--- config.mk ---
export PLATFORM = sky130hd
export DESIGN_NAME = plat_ctl_top
export DESIGN_NICKNAME = d
export VERILOG_FILES = /design/src/rtl/plat_ctl_pkg.sv /design/src/rtl/plat_rst_ctl.sv /design/src/rtl/plat_apm_ctl.sv /design/src/rtl/plat_pm_regs.sv /design/src/rtl/plat_ctl_top.sv
export SDC_FILE = /design/constraint.sdc
export NUM_CORES = 1
export LEC_CHECK = 0
export BUFFER_PORTS_ARGS = -buffer_cell sky130_fd_sc_hd__buf_2
export CORE_MARGIN = 8
export CORE_UTILIZATION = 50
export DETAILED_ROUTE_END_ITERATION = 10
export GPL_TIMING_DRIVEN = 0
export PLACE_DENSITY = 0.71
export SKIP_LAST_GASP = 1
export SLEW_MARGIN = 20
export SYNTH_ARGS = -nofsm -noshare
export SYNTH_HDL_FRONTEND = slang
export SYNTH_SLANG_ARGS = --single-unit
export TNS_END_PERCENT = 30
--- constraint.sdc ---
create_clock -name clk -period 1.4 [get_ports clk]
set_input_delay 0.28 -clock clk [delete_from_list [all_inputs] [get_ports clk]]
set_output_delay 0.28 -clock clk [all_outputs]
set_load 0.05 [all_outputs]
--- src/rtl/plat_ctl_pkg.sv ---
package plat_ctl_pkg;

    localparam int DATA_W = 8;
    localparam int ADDR_W = 3;
    localparam int BASE_W = 16;

    typedef enum logic [ADDR_W-1:0] {
        A_RSTCTL  = 3'd0,
        A_APMCMD  = 3'd1,
        A_SMIEN   = 3'd2,
        A_PMCTL   = 3'd3,
        A_BASE_LO = 3'd4,
        A_BASE_HI = 3'd5
    } reg_addr_e;

    localparam int RST_FIRE_BIT = 2;
    localparam logic [DATA_W-1:0] RST_KEEP_MASK = 8'h0A;

    localparam int SMI_GBL_BIT = 0;
    localparam int APM_EN_BIT  = 5;
    localparam int LOCK_BIT    = 4;
    localparam int BASE_LSB    = 7;

    localparam logic [BASE_W-1:0] BASE_MASK = {BASE_W{1'b1}} << BASE_LSB;

    typedef struct packed {
        logic              wr;
        logic [ADDR_W-1:0] addr;
        logic [DATA_W-1:0] data;
    } bus_wr_t;

    function automatic logic wr_hit(bus_wr_t b, reg_addr_e a);
        return b.wr && (b.addr == a);
    endfunction

endpackage

--- src/rtl/plat_rst_ctl.sv ---
module plat_rst_ctl
    import plat_ctl_pkg::*;
(
    input  logic              clk,
    input  logic              rst,
    input  bus_wr_t           bus,
    output logic [DATA_W-1:0] value,
    output logic              rst_req
);

    logic hit;
    logic fire;

    assign hit  = wr_hit(bus, A_RSTCTL);
    assign fire = hit && bus.data[RST_FIRE_BIT];

    always_ff @(posedge clk) begin
        if (rst) begin
            value   <= '0;
            rst_req <= 1'b0;
        end else begin
            rst_req <= fire;
            if (hit && !fire) begin
                value <= bus.data & RST_KEEP_MASK;
            end
        end
    end

    assert_fire_pulse_R2: assert property (@(posedge clk) disable iff (rst)
        fire |=> rst_req);

    assert_fire_keeps_value_R2: assert property (@(posedge clk) disable iff (rst)
        fire |=> $stable(value));

    assert_pulse_cause_R9: assert property (@(posedge clk) disable iff (rst)
        rst_req |-> $past(fire));

endmodule

--- src/rtl/plat_apm_ctl.sv ---
module plat_apm_ctl
    import plat_ctl_pkg::*;
#(
    parameter logic [DATA_W-1:0] ACPI_ON_CODE  = 8'hE1,
    parameter logic [DATA_W-1:0] ACPI_OFF_CODE = 8'h1E
) (
    input  logic              clk,
    input  logic              rst,
    input  bus_wr_t           bus,
    input  logic              apm_en,
    output logic [DATA_W-1:0] last_cmd,
    output logic              smi_req,
    output logic              acpi_mode
);

    typedef enum logic [1:0] {CMD_ON, CMD_OFF, CMD_SMI} cmd_kind_e;

    logic      hit;
    cmd_kind_e kind;

    assign hit = wr_hit(bus, A_APMCMD);

    always_comb begin
        if (bus.data == ACPI_ON_CODE)       kind = CMD_ON;
        else if (bus.data == ACPI_OFF_CODE) kind = CMD_OFF;
        else                                kind = CMD_SMI;
    end

    always_ff @(posedge clk) begin
        if (rst) begin
            last_cmd  <= '0;
            smi_req   <= 1'b0;
            acpi_mode <= 1'b0;
        end else begin
            smi_req <= hit && (kind == CMD_SMI) && apm_en;
            if (hit) begin
                last_cmd <= bus.data;
                if (kind == CMD_ON)  acpi_mode <= 1'b1;
                if (kind == CMD_OFF) acpi_mode <= 1'b0;
            end
        end
    end

    assert_acpi_on_R4: assert property (@(posedge clk) disable iff (rst)
        (hit && bus.data == ACPI_ON_CODE) |=> acpi_mode);

    assert_acpi_off_R4: assert property (@(posedge clk) disable iff (rst)
        (hit && bus.data == ACPI_OFF_CODE) |=> !acpi_mode);

    assert_smi_cause_R5: assert property (@(posedge clk) disable iff (rst)
        smi_req |-> $past(hit && apm_en && bus.data != ACPI_ON_CODE
                          && bus.data != ACPI_OFF_CODE));

    assert_smi_keeps_mode_R5: assert property (@(posedge clk) disable iff (rst)
        smi_req |-> $stable(acpi_mode));

endmodule

--- src/rtl/plat_pm_regs.sv ---
module plat_pm_regs
    import plat_ctl_pkg::*;
(
    input  logic              clk,
    input  logic              rst,
    input  bus_wr_t           bus,
    output logic [DATA_W-1:0] smi_en,
    output logic [DATA_W-1:0] pm_ctl,
    output logic [BASE_W-1:0] pm_base,
    output logic              apm_en
);

    logic locked;

    assign locked = pm_ctl[LOCK_BIT];
    assign apm_en = smi_en[APM_EN_BIT];

    always_ff @(posedge clk) begin
        if (rst) begin
            smi_en  <= '0;
            pm_ctl  <= '0;
            pm_base <= '0;
        end else begin
            if (wr_hit(bus, A_SMIEN)) begin
                smi_en <= bus.data;
                if (locked) smi_en[SMI_GBL_BIT] <= smi_en[SMI_GBL_BIT];
            end
            if (wr_hit(bus, A_PMCTL)) begin
                pm_ctl <= bus.data;
                pm_ctl[LOCK_BIT] <= locked | bus.data[LOCK_BIT];
            end
            if (wr_hit(bus, A_BASE_LO)) begin
                pm_base[DATA_W-1:0] <= bus.data & BASE_MASK[DATA_W-1:0];
            end
            if (wr_hit(bus, A_BASE_HI)) begin
                pm_base[BASE_W-1:DATA_W] <= bus.data & BASE_MASK[BASE_W-1:DATA_W];
            end
        end
    end

    assert_lock_sticky_R6: assert property (@(posedge clk) disable iff (rst)
        $past(locked) |-> locked);

    assert_gbl_frozen_R7: assert property (@(posedge clk) disable iff (rst)
        $past(locked) |-> (smi_en[SMI_GBL_BIT] == $past(smi_en[SMI_GBL_BIT])));

    assert_base_align_R8: assert property (@(posedge clk) disable iff (rst)
        $past(wr_hit(bus, A_BASE_LO)) |-> (pm_base[BASE_LSB-1:0] == '0));

endmodule

--- src/rtl/plat_ctl_top.sv ---
module plat_ctl_top
    import plat_ctl_pkg::*;
#(
    parameter logic [DATA_W-1:0] ACPI_ON_CODE  = 8'hE1,
    parameter logic [DATA_W-1:0] ACPI_OFF_CODE = 8'h1E
) (
    input  logic              clk,
    input  logic              rst,
    input  logic              bus_wr,
    input  logic [ADDR_W-1:0] bus_addr,
    input  logic [DATA_W-1:0] bus_wdata,
    output logic [DATA_W-1:0] bus_rdata,
    output logic              rst_req,
    output logic              smi_req,
    output logic              acpi_mode
);

    if (ACPI_ON_CODE == ACPI_OFF_CODE) begin : g_bad_codes
        $error("ACPI on and off command codes must differ");
    end

    bus_wr_t           bus;
    logic [DATA_W-1:0] rst_val;
    logic [DATA_W-1:0] apm_val;
    logic [DATA_W-1:0] smi_en;
    logic [DATA_W-1:0] pm_ctl;
    logic [BASE_W-1:0] pm_base;
    logic              apm_en;

    assign bus = '{wr: bus_wr, addr: bus_addr, data: bus_wdata};

    plat_rst_ctl u_rst (
        .clk     (clk),
        .rst     (rst),
        .bus     (bus),
        .value   (rst_val),
        .rst_req (rst_req)
    );

    plat_apm_ctl #(
        .ACPI_ON_CODE  (ACPI_ON_CODE),
        .ACPI_OFF_CODE (ACPI_OFF_CODE)
    ) u_apm (
        .clk       (clk),
        .rst       (rst),
        .bus       (bus),
        .apm_en    (apm_en),
        .last_cmd  (apm_val),
        .smi_req   (smi_req),
        .acpi_mode (acpi_mode)
    );

    plat_pm_regs u_pm (
        .clk     (clk),
        .rst     (rst),
        .bus     (bus),
        .smi_en  (smi_en),
        .pm_ctl  (pm_ctl),
        .pm_base (pm_base),
        .apm_en  (apm_en)
    );

    always_comb begin
        case (bus_addr)
            A_RSTCTL:  bus_rdata = rst_val;
            A_APMCMD:  bus_rdata = apm_val;
            A_SMIEN:   bus_rdata = smi_en;
            A_PMCTL:   bus_rdata = pm_ctl;
            A_BASE_LO: bus_rdata = pm_base[DATA_W-1:0];
            A_BASE_HI: bus_rdata = pm_base[BASE_W-1:DATA_W];
            default:   bus_rdata = '0;
        endcase
    end

    assert_req_exclusive_R9: assert property (@(posedge clk) disable iff (rst)
        !(rst_req && smi_req));

endmodule

# [Yosys cells after proc, flatten, opt, wreduce, memory -nomap -nowiden]
# Index checks and enable logic that the tools add are counted.
# W data, S select, Z words.
[totals] out_inout_bits=11 word_cells=42 input_bits=14 reg_bits=38
[classes] reduce_logical=16 mux=5 bitwise=2 eq_ne=9
[ops] op="$pmux W8 S6" count=1
[ops] op="$logic_and A1 B1 Y1" count=10
[ops] op="$eq A8 B5 Y1 const B" count=1
[ops] op="$eq A8 B8 Y1 const B" count=1
[ops] op="$eq A3 B2 Y1 const B" count=2
[ops] op="$eq A3 B3 Y1 const B" count=2
[ops] op="$mux W2" count=2
[ops] op="$reduce_and A2 Y1" count=2
[ops] op="$eq A3 B1 Y1 const B" count=1
[ops] op="$logic_not A3 Y1" count=1
[ops] op="$eq A2 B1 Y1 const B" count=1
[ops] op="$eq A2 B2 Y1 const B" count=1
[ops] op="$logic_not A2 Y1" count=1
[ops] op="$mux W1" count=2
[ops] op="$reduce_bool A2 Y1" count=1
[ops] op="$logic_not A1 Y1" count=1
[ops] op="$not A1 Y1" count=1
[ops] op="$or A1 B1 Y1" count=1

# [Depth between registers and ports, before layout]
# Gate-level depths: netlist (run 1).
[logic_depth] ltp_word=6 ltp_mapped=5 ltp_nobuf=3

# [Modules after synthesis]
# A second synthesis (run 1) with hierarchy kept.
[unflattened] cells_unflattened=239 area_unflattened_um2=2109.5
[by_module_without_submodules] mod="plat_pm_regs" cells_per_inst=114 instances=1 area_per_inst_um2=998.5
[by_module_without_submodules] mod="plat_apm_ctl" cells_per_inst=52 instances=1 area_per_inst_um2=464.2
[by_module_without_submodules] mod="plat_ctl_top" cells_per_inst=54 instances=1 area_per_inst_um2=460.4
[by_module_without_submodules] mod="plat_rst_ctl" cells_per_inst=19 instances=1 area_per_inst_um2=186.4

# [Worst setup path after synthesis (run 1)]
# Ideal clock, no wire load.
[synth_timing] path_type="in2out" from="in bus_addr[2]" to="out bus_rdata[3]" t_required_ns=1.120 n_path_buf=2 cell_stages=4 setup_slack_ns=-0.801 t_arrival_ns=1.921 path_cell_list="buf_2 buf_4 mux2i_1 o32ai_1"
[synth_between] elab_chain_cells=2 word_cells_on_any_way=7 classes_between="5 x eq/ne; 1 x mux; 1 x reduce/logical"
[synth_rtl] item="from (decl)" line="plat_ctl_top.sv:10" rtl="input logic [ADDR_W-1:0] bus_addr,"
[synth_rtl] item="$eq A3 B3 Y1, or another cell as far along" line="plat_ctl_top.sv:64" rtl="case (bus_addr)"
[synth_rtl] item="$pmux W8 S6 (*)" line="plat_ctl_top.sv:64"
[synth_rtl] item="to (decl)" line="plat_ctl_top.sv:12" rtl="output logic [DATA_W-1:0] bus_rdata,"
# Every way passes the cells marked *; elsewhere a longest branch is shown, timed or not.

# [Final worst setup path (run 1)]
[layout_timing] from="reg u_rst.value[1]" to="out bus_rdata[1]"
[layout_between] elab_chain_cells=1
[layout_rtl] item="from (decl)" line="plat_rst_ctl.sv:7" rtl="output logic [DATA_W-1:0] value,"
[layout_rtl] item="from (signal assigned)" line="plat_rst_ctl.sv:24" rtl="value <= bus.data & RST_KEEP_MASK;"
[layout_rtl] item="$pmux W8 S6" line="plat_ctl_top.sv:64"
# No other way between the ends.

==> impl_metrics.json, run 1 <==
{
  "async_reset_ff_frac": 0,
  "cap_viol_max_count": 0,
  "crit_chain": "mux2_4 -> a21oi_4 -> o22ai_4 -> buf_6",
  "synth_edf_count": 0,
  "critPathCaptureType": "output port",
  "yosys.area.top_type": "dfxtp_1",
  "insertion_delay_ps": 350,
  "nFillCells": 290,
  "synth_cell_types": 40,
  "vdd_drop_max_mv": 0.7412,
  "grt_max_degree": 13,
  "grt_pass1_vias": 1693,
  "initial_utilization": 0.5070,
  "internal_power_mw": 1.466,
  "status": "complete, but fails checks",
  "grt_first_pass_wirelength_mm": 8.424,
  "dp_slack_ps": -478.8,
  "setup_viol": 8,
  "hold_buffers": 0,
  "drt-total-wl_mm": 4.995,
  "rsz0062_at_grt": "yes",
  "final_antenna_net_count": 0,
  "dr.pass1.iters": 4,
  "pin_count": 25,
  "core_mm2": 0.003551,
  "post-route-period-util": 1.176,
  "p_leak_nw": 0.8361,
  "cts_tree": "yes",
  "gp_congestion": 0.8193,
  "synth_area_mm2": 0.001800,
  "finalSetupTns_ps": -1713,
  "cp_max_fo": 2,
  "die_x_um": 76.01,
  "cp_data_required_time_ps": 1120,
  "path_class": "register to output port",
  "antenna_cells": 0,
  "powerDensity_mw_per_mm2": 870.1,
  "clk_pin_slew_ps": 120,
  "p_comb_frac": 0.148,
  "h-tree-depth": 2,
  "synthTopCellsByArea": "dfxtp_1 (42%), nand2_1 (13%), a21oi_1 (10%), mux2i_1 (4.4%), o2bb2ai_1 (2.9%)",
  "drive_above_1_share": 0.2863,
  "stdcell_count": 303,
  "reg2reg_depth": 2,
  "synth_nets": 233,
  "ys_seq_area_frac": 0.4225,
  "final.min_clock_period_ps": 1646,
  "max_freq_ghz": 0.6075,
  "slowest_delay_ps": 330,
  "swShare": 0.2715,
  "vias": 1667,
  "grt_use_total": 0.1773,
  "p_sw_mw": 0.5462,
  "avgSynthCellArea_um2": 8.221,
  "cts_root_buf": "clkbuf_4",
  "clock_skew_ps": 5.689,
  "dieHeight_um": 76.01,
  "worstPathArrival_ps": 1370,
  "clk_path_buf_depth": 2,
  "ys_warn_count": 0,
  "synthCells": 219,
  "gr-total-overflow": 0,
  "drtIter0Drc": 127,
  "avgViaCountPerCell": 5.502,
  "worst_pin_slew_ps": 565.6,
  "start_kind": "register",
  "slew_headroom": 0.6229,
  "die_area_mm2": 0.005777,
  "synth_flop_cell": "dfxtp_1",
  "wl_per_cell_um": 16.49,
  "cp_slowest_cell": "dfxtp_1",
  "min_path_cells": 3,
  "hold_path_class": "input pin to register",
  "grt_antenna_before_repair": 0,
  "hold_viol": 0,
  "pwr-share-seq": 0.554,
  "area_delta_synth_final_pct": 28.42,
  "holdWs_ps": 203.9,
  "io_buffers": 23,
  "synth_top_area_share": 0.4225,
  "post-place-cells": 290,
  "cts_buffers": 5,
  "violations": "negative setup slack",
  "clkSinkCount": 38,
  "final.setup.worst_slack_ps": -246.1,
  "ys_seq_elements": 38,
  "clkPwrFrac": 0.298,
  "row_count": 22,
  "drv_slew": 0,
  "drcViolationCount": 0,
  "hpwlAfterDp_mm": 3.318,
  "num-nets-final": 268
}
==> worst paths after layout <==
kind	from	slack, ps	endpoint
worst min register to register	u_pm.pm_ctl[5]$_SDFFE_PP0P_	460	u_pm.pm_ctl[5]$_SDFFE_PP0P_
worst max-delay path	u_rst.value[1]$_SDFFE_PP0P_	-250	bus_rdata[1]
worst max register to register	u_pm.pm_ctl[4]$_SDFFE_PP0P_	670	u_pm.smi_en[0]$_SDFFE_PP0P_
worst min-delay path	rst	200	u_apm.smi_req$_SDFF_PP0_
==> power by group through the flow <==
| stage | clock (mW) | combinational, mW | sequential, mW |
|---|---|---|---|
| final | 0.600 | 0.297 | 1.11 |
| after global routing | 0.662 | 0.325 | 1.12 |
| after CTS | 0.612 | 0.289 | 1.11 |
| after detailed placement | 0 | 0.251 | 1.14 |
| after global placement | 0 | 0.250 | 1.14 |
| after floorplan | 0 | 0.170 | 1.14 |
==> stage by stage <==
step	total power, mW	util	cell area (µm²)
global route	2.104	0.6512	2312
global placement	1.388	0.5810	2063
finish	2.012	0.6512	2312
detailed placement	1.389	0.5810	2063
CTS	2.015	0.6459	2293
floorplan	1.305	-	1888
==> layout by cell type, fill, tap and decap left out, drive strengths merged <==
cell type  count
nand2         60
buf           41
dfxtp         38
a21oi         37
clkbuf        13
mux2i          8
o2bb2ai        6
a22o           5
nand4b         4
nand2b         3
nor2           3
nor3           3
o21ai          3
nor2b          2
mux2           2
nand3b         2
nor4           2
nand4bb        2
nand3          2
and4b          2
and4bb         2
clkinvlp       1
a22oi          1
and3b          1
o22ai          1
and2           1
and3           1
o32ai          1
a2bb2oi        1
a221oi         1
or2            1
nor4bb         1
inv            1
nor4b          1
or4b           1
clkinv         1
==> routing by layer <==
| layer | vias up | share of wire | GRT usage |
|---|---|---|---|
| met4 | 0 | 0.020 | 0.08431 |
| met2 | 46 | 0.46 | 0.2819 |
| li1 | 837 | - | - |
| met3 | 9 | 0.054 | 0.04245 |
| met5 | - | 0 | 0 |
| met1 | 775 | 0.46 | 0.2184 |
==> registers in the layout, summed over array words and instances, names as in the netlist <==
register         count
u_apm.smi_req        1
u_pm.smi_en          8
u_pm.pm_ctl          8
u_rst.value          2
u_apm.acpi_mode      1
u_pm.pm_base         9
u_rst.rst_req        1
u_apm.last_cmd       8
==> critical path, delay by kind of cell (launching register included) <==
kind | cells | cell delay [ps]
flops | 1 | 330
mux | 1 | 280
compound gates | 2 | 250
buf+inv | 1 | 160
==> cells in the mapped netlist, types with 2 or more instances <==
library cell  number
nand4b_1           4
nand4bb_1          2
nor4_1             2
buf_1              2
a22o_1             5
nor2b_1            2
o2bb2ai_1          6
mux2_2             2
and4b_1            2
a21oi_1           37
o21ai_1            2
nand3b_1           2
buf_6              2
clkbuf_1           7
buf_2              7
nand2b_1           3
nor3_1             2
nand2_1           60
nand3_1            2
mux2i_1            8
nor2_1             3
inv_1              2
dfxtp_1           38
==> repair_timing <==
item / in CTS / in global routing
pin swaps: 3 / 0
gates resized for setup: 39 / 1
buffers inserted: 5 / 2
setup endpoints to repair: 8 / 8
==> logic make-up (layout without fill, tap and decap cells) <==
group / count (synthesis) / after routing / share of synthesized area
AOI/OAI and AO/OA: 56 / 56 / 0.1869
muxes: 10 / 10 / 0.05698
and+or+nand+nor: 94 / 94 / 0.2745
DFF: 38 / 38 / 0.4225
buffers and inverters: 21 / 57 / 0.05907
==> area by class of cell <==
class,instances,area [µm²],area share
Multi-Input combinational cell,160,1072,0.4637
Sequential cell,38,763.2,0.3301
Timing Repair Buffer,30,224.0,0.09686
Buffer,17,121.4,0.05249
Tap cell,48,60.06,0.02597
Clock buffer,7,55.05,0.02381
Inverter,2,11.26,0.004870
Clock inverter,1,5.005,0.002164
Note: power is estimated with default switching activity, not from simulation.
==> inputs of run 2 (changes only) <==
PLACE_DENSITY = 0.7   (was 0.71)
SYNTH_HIERARCHICAL = 1   (was unset)
==> impl_metrics.json, run 2 <==
{
  "status": "complete, but fails checks",
  "violations": "negative setup slack",
  "vdd_drop_max_mv": 0.7870,
  "dr.pass1.iters": 4,
  "avgViaCountPerCell": 5.278,
  "powerDensity_mw_per_mm2": 852.9,
  "slowest_delay_ps": 340,
  "die_x_um": 80.96,
  "hpwlAfterDp_mm": 3.720,
  "crit_family": "buffers and inverters",
  "p_leak_nw": 1.087,
  "finalSetupTns_ps": -1901,
  "ys_seq_elements": 38,
  "cts_buffers": 5,
  "avgSynthCellArea_um2": 8.826,
  "p_comb_frac": 0.196,
  "drtIter0Drc": 123,
  "hold_path_class": "input pin to register",
  "critPathCaptureType": "output port",
  "gp_congestion": 0.7469,
  "num-nets-final": 301,
  "path_buf_inv": 4,
  "wl_per_cell_um": 16.05,
  "grt_antenna_before_repair": 0,
  "start_kind": "input pin",
  "grt_first_pass_wirelength_mm": 8.466,
  "pwr-share-seq": 0.475,
  "post-route-period-util": 1.184,
  "grt_max_degree": 18,
  "largest_register_ff_count": 9,
  "final.min_clock_period_ps": 1657,
  "synth_top_area_share": 0.3606,
  "core_mm2": 0.004029,
  "drv_slew": 0,
  "setup_viol": 8,
  "initial_utilization": 0.5236,
  "io_buffers": 24,
  "layout_common_cells": "nand2_1 (46), dfxtp_1 (37), a21oi_1 (27), buf_4 (22), mux2i_1 (18)",
  "drt-total-wl_mm": 5.424,
  "async_reset_ff_frac": 0,
  "path_class": "input pin to output port",
  "grt_pass1_vias": 1678,
  "post-place-cells": 324,
  "h-tree-depth": 2,
  "cp_slowest_cell": "or3_4",
  "ys_warn_count": 6,
  "crit_chain": "buf_12 -> buf_8 -> buf_6 -> mux2i_2 -> or3_4 -> o221ai_4 -> buf_6",
  "synthMuxAreaShare": 0.1394,
  "synth_cell_types": 40,
  "row_count": 23,
  "synthCells": 239,
  "clock_skew_ps": 0.5107,
  "pin_count": 25,
  "final_antenna_net_count": 0,
  "max_freq_ghz": 0.6035,
  "cts_tree": "yes",
  "clkSinkCount": 38,
  "synth-simple-area-share": 0.2497,
  "synthXorXnorAreaFrac": 0,
  "ys_seq_area_frac": 0.3606,
  "nFillCells": 354,
  "clk_path_buf_depth": 2,
  "rsz0062_at_grt": "yes",
  "synth_area_mm2": 0.002110,
  "cts_root_buf": "clkbuf_8",
  "synth_common_cells": "nand2_1 (46), dfxtp_1 (38), a21oi_1 (27)",
  "final.setup.worst_slack_ps": -257.1,
  "internal_power_mw": 1.706,
  "utilization": 0.6842,
  "finalPower_mw": 2.351,
  "insertion_delay_ps": 290,
  "layout_commonest_cell": "nand2_1",
  "regMostFlops": "u_pm/pm_base",
  "drive_above_1_share": 0.3299,
  "hold_viol": 0,
  "synth.most_common_cell": "nand2_1",
  "clk_pin_slew_ps": 70,
  "grt_use_total": 0.1693,
  "drcViolationCount": 0,
  "synth_adder_area_share": 0,
  "cp_data_required_time_ps": 1120,
  "clkPwrFrac": 0.329,
  "crit_top_cell": "buf_6",
  "antenna_cells": 0,
  "synth_compound_area_frac": 0.1352,
  "synthTopCellsByArea": "dfxtp_1 (36%), mux2i_1 (12%), nand2_1 (8.2%), a21oi_1 (6.4%), buf_4 (5.0%)",
  "synth_edf_count": 0,
  "vias": 1784,
  "p_sw_mw": 0.6445,
  "dieHeight_um": 80.96,
  "gr-total-overflow": 0,
  "yosys.area.top_type": "dfxtp_1",
  "cp_max_fo": 4,
  "cap_viol_max_count": 0,
  "worstPathArrival_ps": 1380,
  "swShare": 0.2742,
  "die_area_mm2": 0.006554,
  "stdcell_count": 338,
  "area_delta_synth_final_pct": 30.66,
  "synth_top_family_by_area": "simple AND/OR/NAND/NOR gates",
  "synth_flop_cell": "dfxtp_1"
}
[run 2: cell types whose count changed after synthesis, moves of 5 or more]
cell | before | now
a21oi_1 | 37 | 27
buf_4 | 1 | 14
nor2_1 | 3 | 11
o2bb2ai_1 | 6 | 1
a22o_1 | 5 | 0
mux2i_1 | 8 | 26
nand2_1 | 60 | 46
nand2b_1 | 3 | 10
o221ai_1 | 0 | 5
[run 2: cell type report]
cell class | instances | area [µm²] | share of cell area
sequential | 38 | 762.0 | 0.2764
multi-input combinational | 182 | 1344 | 0.4875
buffer | 28 | 239.0 | 0.08670
clock buffer | 7 | 86.33 | 0.03132
clock inverter | 1 | 5.005 | 0.001816
timing repair buffer | 30 | 250.2 | 0.09079
tap | 50 | 62.56 | 0.02270
inverter | 2 | 7.507 | 0.002724
[run 2: what timing repair did]
action | in CTS | in global routing
setup buffers | 5 | 0
pin swaps | 2 | 2
gates cloned | 1 | 0
hold buffers | 0 | 0
endpoints found under the setup margin | 8 | 8
resized for setup | 24 | 18
[run 2: power by group through the flow]
stage	Clock (mW)	Sequential, mW	Combinational (mW)
after floorplan	0	1.14	0.278
after global placement	0	1.14	0.385
after detailed placement	0	1.14	0.389
after CTS	0.798	1.11	0.436
after global routing	0.847	1.12	0.491
final	0.774	1.12	0.462
[run 2: layer usage]
layer	global-route usage	vias up	routed length, µm
met1	0.2097	826	2480
met5	0	-	0
met2	0.2871	43	2647
li1	-	908	-
met3	0.03091	7	230
met4	0.05893	0	65
[run 2: worst paths after layout]
kind,from,to,slack [ps],cells after the start
worst max-delay path,bus_addr[0],bus_rdata[1],-260,7
worst min-delay path,rst,u_rst/rst_req$_SDFF_PP0_,250,2
worst max register to register,u_pm/pm_ctl[4]$_SDFFE_PP0P_,u_pm/smi_en[0]$_SDFFE_PP0P_,640,3
worst min register to register,u_apm/last_cmd[5]$_SDFFE_PP0P_,u_apm/last_cmd[5]$_SDFFE_PP0P_,460,2
[run 2: cell families (layout without fill, tap and decap cells)]
kind of cell           after synthesis  after routing
AND/OR/NAND/NOR                     94             94
AO/OA/AOI/OAI                       46             46
flip-flops                          38             38
buffers and inverters               30             68
multiplexers                        29             29
other                                2             13
[run 2: metrics by stage]
step / instance area (µm²) / setup slack (ps) / hold WS (ps)
after global routing: 2756 / -272.3 / 251.9
after floorplan: 2250 / -57.86 / 356.1
after detailed placement: 2432 / -540.1 / 448.9
after global placement: 2432 / -536.9 / 441.7
after CTS: 2673 / -307.2 / 243.0
final: 2756 / -257.1 / 246.1
